### config.mk
export PLATFORM = sky130hd
export DESIGN_NAME = irq_router
export DESIGN_NICKNAME = d
export VERILOG_FILES = /design/src/rtl/irq_router.sv
export SDC_FILE = /design/constraint.sdc
export NUM_CORES = 1
export LEC_CHECK = 0
export BUFFER_PORTS_ARGS = -buffer_cell sky130_fd_sc_hd__buf_4
export CAP_MARGIN = 20
export CORE_MARGIN = 2
export CORE_UTILIZATION = 25
export DETAILED_ROUTE_END_ITERATION = 6
export GPL_ROUTABILITY_DRIVEN = 0
export HOLD_SLACK_MARGIN = 0.02
export PLACE_DENSITY_LB_ADDON = 0.25
export SETUP_SLACK_MARGIN = 0.3
export SKIP_LAST_GASP = 1
export SLEW_MARGIN = 40
export SYNTH_ARGS = -nofsm -noshare
export SYNTH_HDL_FRONTEND = slang
export SYNTH_SLANG_ARGS = --single-unit
### constraint.sdc
create_clock -name clk -period 1.8 [get_ports clk]
set_input_delay 0.18 -clock clk [delete_from_list [all_inputs] [get_ports clk]]
set_output_delay 0.18 -clock clk [all_outputs]
set_load 0.02 [all_outputs]
### src/rtl/irq_router.sv
module irq_router #(
  parameter int PULSE_CYCLES = 8
) (
  input  logic clk,
  input  logic rst_n,
  input  logic tod_alarm,
  input  logic wdog_alarm,
  input  logic swap_sel,
  input  logic a_pulse_mode,
  input  logic b_active_high,
  output logic pin_a_pull,
  output logic pin_b_pull
);
  localparam int CW = $clog2(PULSE_CYCLES + 1);
  localparam logic [CW-1:0] LOAD = CW'(PULSE_CYCLES);

  logic          a_src, b_src;
  logic          sel_q, a_prev, a_lvl, b_lvl;
  logic [CW-1:0] pulse_cnt;

  assign a_src = swap_sel ? wdog_alarm : tod_alarm;
  assign b_src = swap_sel ? tod_alarm  : wdog_alarm;

  always_ff @(posedge clk or negedge rst_n) begin
    if (!rst_n) begin
      sel_q     <= 1'b0;
      a_prev    <= 1'b0;
      a_lvl     <= 1'b0;
      b_lvl     <= 1'b0;
      pulse_cnt <= '0;
    end else begin
      sel_q  <= swap_sel;
      a_prev <= a_src;
      a_lvl  <= a_src;
      b_lvl  <= b_src;
      if (swap_sel != sel_q)
        pulse_cnt <= '0;
      else if (pulse_cnt != '0)
        pulse_cnt <= pulse_cnt - 1'b1;
      else if (a_src && !a_prev)
        pulse_cnt <= LOAD;
    end
  end

  assign pin_a_pull = a_pulse_mode ? (pulse_cnt != '0) : a_lvl;
  assign pin_b_pull = b_active_high ? ~b_lvl : b_lvl;
endmodule

==> out/results.tsv <==
metric	value	unit
outcome	complete, no violations	
hold_path.startpoint	swap_sel	
drc_errors	0	
critPathKind	reg -> out	
syn_to_final_growth	50.2	%
worstRegToRegCells	6	
r2r_start	pulse_cnt[0]$_DFFE_PN0P_	
start_kind	flop	
place_ws	327	ps
yosys_warnings	0	
vdd_drop_max	0.684	mV
slowest_delay	390	ps
clock_latency	250	ps
ys_seq_area_frac	0.491	
antenna_cells	0	
ios	9	
holdPathStages	1	
cts_buffer_depth	2	
p_total	809	uW
cp_max_fo	2	
switching_share	0.342	
synth_area_leaders	dfrtp_1 49%, xor2_1 4.9%, a21oi_1 4.2%, nor4b_2 4.2%, o211ai_1 4.2%	
fin_crit	1480	ps
grt_max_degree	8	
setup_viol	0	
final_nets	59	
r2r_end	pulse_cnt[0]$_DFFE_PN0P_	
ys_types	17	
p_sw	277	uW
p_per_area	1510	nW/um^2
synthCells	31	
power_frac_clock	0.169	
htreeDepth	1	
r2r_slack	440	ps
core_area	1320	um^2
grt_pass1_wl	1520	um
vias_per_cell	4.80	
slew_headroom	0.788	
yosysTopAreaCell	dfrtp_1	
rsz0062_at_grt	true	
gr-usage-all-layers	0.115	
required	1620	ps
die_h	41.8	um
path_clk_slew	50	ps
syn_area_per_cell	11.5	um^2
cts_tree	done	
worstMarginPinSlew	312	ps
fin_ws	320	ps
grt_pass1_vias	358	
synth_top_area_frac	0.491	
postRouteAntennaNets	0	
wl	860	um
drive_gt1_frac	0.520	
syn-num-nets	39	
grt-ovfl-total	0	
fmax	676	MHz
p_leak	0.000248	uW
synth.ff_latch_count	7	
internal_power	532	uW
root_buffer	clkbuf_4	
crit_slowest_cell	dfrtp_1	
slew_viol_final	0	
start_util	0.271	
wl_per_cell	13.2	um
hold_end	sel_q$_DFF_PN0_	
numPortBuffers	8	
tns	0	ps
cp.arrival	1300	ps
drt_iter0_drc	6	
min_path_type	in -> reg	
dr.pass1.iters	2	
crit_chain	inv_2 > ha_4 > nor3b_4 > a21oi_1 > buf_4	
antenna_found_initial	0	
synth_area	357	um^2
hold_violations	0	
cts_made_buffers	3	
die_x	41.8	um
worst_setup_path_end_kind	output port	
pwr-share-comb	0.533	
fin_skew	6.50	ps
seqPwrFrac	0.298	
clock_sinks	7	
max-cap-violations	0	
die_area	1740	um^2
finalCritPeriodShare	0.822	
via_count	312	
rows	13	
cell usage after synthesis (all sizes together):
cell type  count
dfrtp          7
a21oi          3
inv            3
mux2i          2
nor2           2
o211ai         2
or2            2
xor2           2
a31oi          1
ha             1
mux2           1
nor2b          1
nor3b          1
nor4           1
nor4b          1
o31a           1
cell type report:
cell class,count,area [um^2]
clock buffer,4,26.3
fill,126,782
inverter,3,11.3
multi-input combinational,21,189
sequential,7,175
tap,15,18.8
timing repair buffer,15,115
worst max-delay path, delay by kind of cell, from the launching register on:
family,cells,cell delay (ps)
DFF,1,390
buffers and inverters,2,250
adders and majority gates,1,130
AOI/OAI and AO/OA,1,90
and+or+nand+nor,1,200
per-stage QoR:
stage / hold slack (ps) / std cells / instance area (um^2) / util
2_1_floorplan: -116 / 31 / 357 / -
3_3_place_gp: -5.98 / 54 / 435 / 0.330
3_5_place_dp: -2.73 / 54 / 435 / 0.330
4_1_cts: 81.6 / 65 / 536 / 0.406
5_1_grt: 81.8 / 65 / 536 / 0.406
6_report: 90.7 / 65 / 536 / 0.406
timing repair:
item / 4_1_cts / 5_1_grt
setup endpoints to repair: 1 / 1
hold buffers: 1 / 0
pin swaps: 2 / 1
resized for setup: 5 / 0
hold endpoints to repair: 7 / 0
setup buffers: 6 / 0
worst max path at each step:
stage	start	end	slack, ps	depth (start not counted)
after floorplan	pulse_cnt[0]$_DFFE_PN0P_	pin_a_pull	430	4
after global placement	pulse_cnt[0]$_DFFE_PN0P_	pin_a_pull	400	5
after detailed placement	pulse_cnt[0]$_DFFE_PN0P_	pin_a_pull	330	5
after CTS	pulse_cnt[0]$_DFFE_PN0P_	pin_a_pull	320	5
after global routing	pulse_cnt[0]$_DFFE_PN0P_	pin_a_pull	260	5
final	pulse_cnt[1]$_DFFE_PN0P_	pin_a_pull	320	5
power groups by stage:
stage | Combinational, uW | Sequential, uW | Clock (uW)
final | 431 | 241 | 137
after detailed placement | 269 | 237 | 0
after CTS | 414 | 237 | 144
after global placement | 259 | 234 | 0
after global routing | 465 | 247 | 151
after floorplan | 204 | 229 | 0
cells by family after synthesis:
group	synth area share
buf+inv	0.0316
simple gates	0.168
flops	0.491
mux	0.0982
compound gates	0.126
xor+xnor	0.0491
fa+ha+maj	0.0351
flip-flops by register name, indices dropped and copies added (netlist names):
name,count
pulse_cnt,4
a_lvl,1
b_lvl,1
sel_q,1
cell usage in the layout, fill, tap and decap left out, drive strengths merged, types with 2 or more instances in the layout:
master	n
buf	14
dfrtp	7
clkbuf	4
a21oi	3
inv	3
nor2	2
xor2	2
or2	2
o211ai	2
mux2i	2
routing by layer:
metal  up-vias  part of all wire  global-route usage
li1        148                 -                   -
met1       158              0.34               0.107
met2         6              0.63               0.228
met3         0             0.026              0.0391
met4         0                 0              0.0387
met5         -                 0                   0
Note: power is estimated with default switching activity, not from simulation.
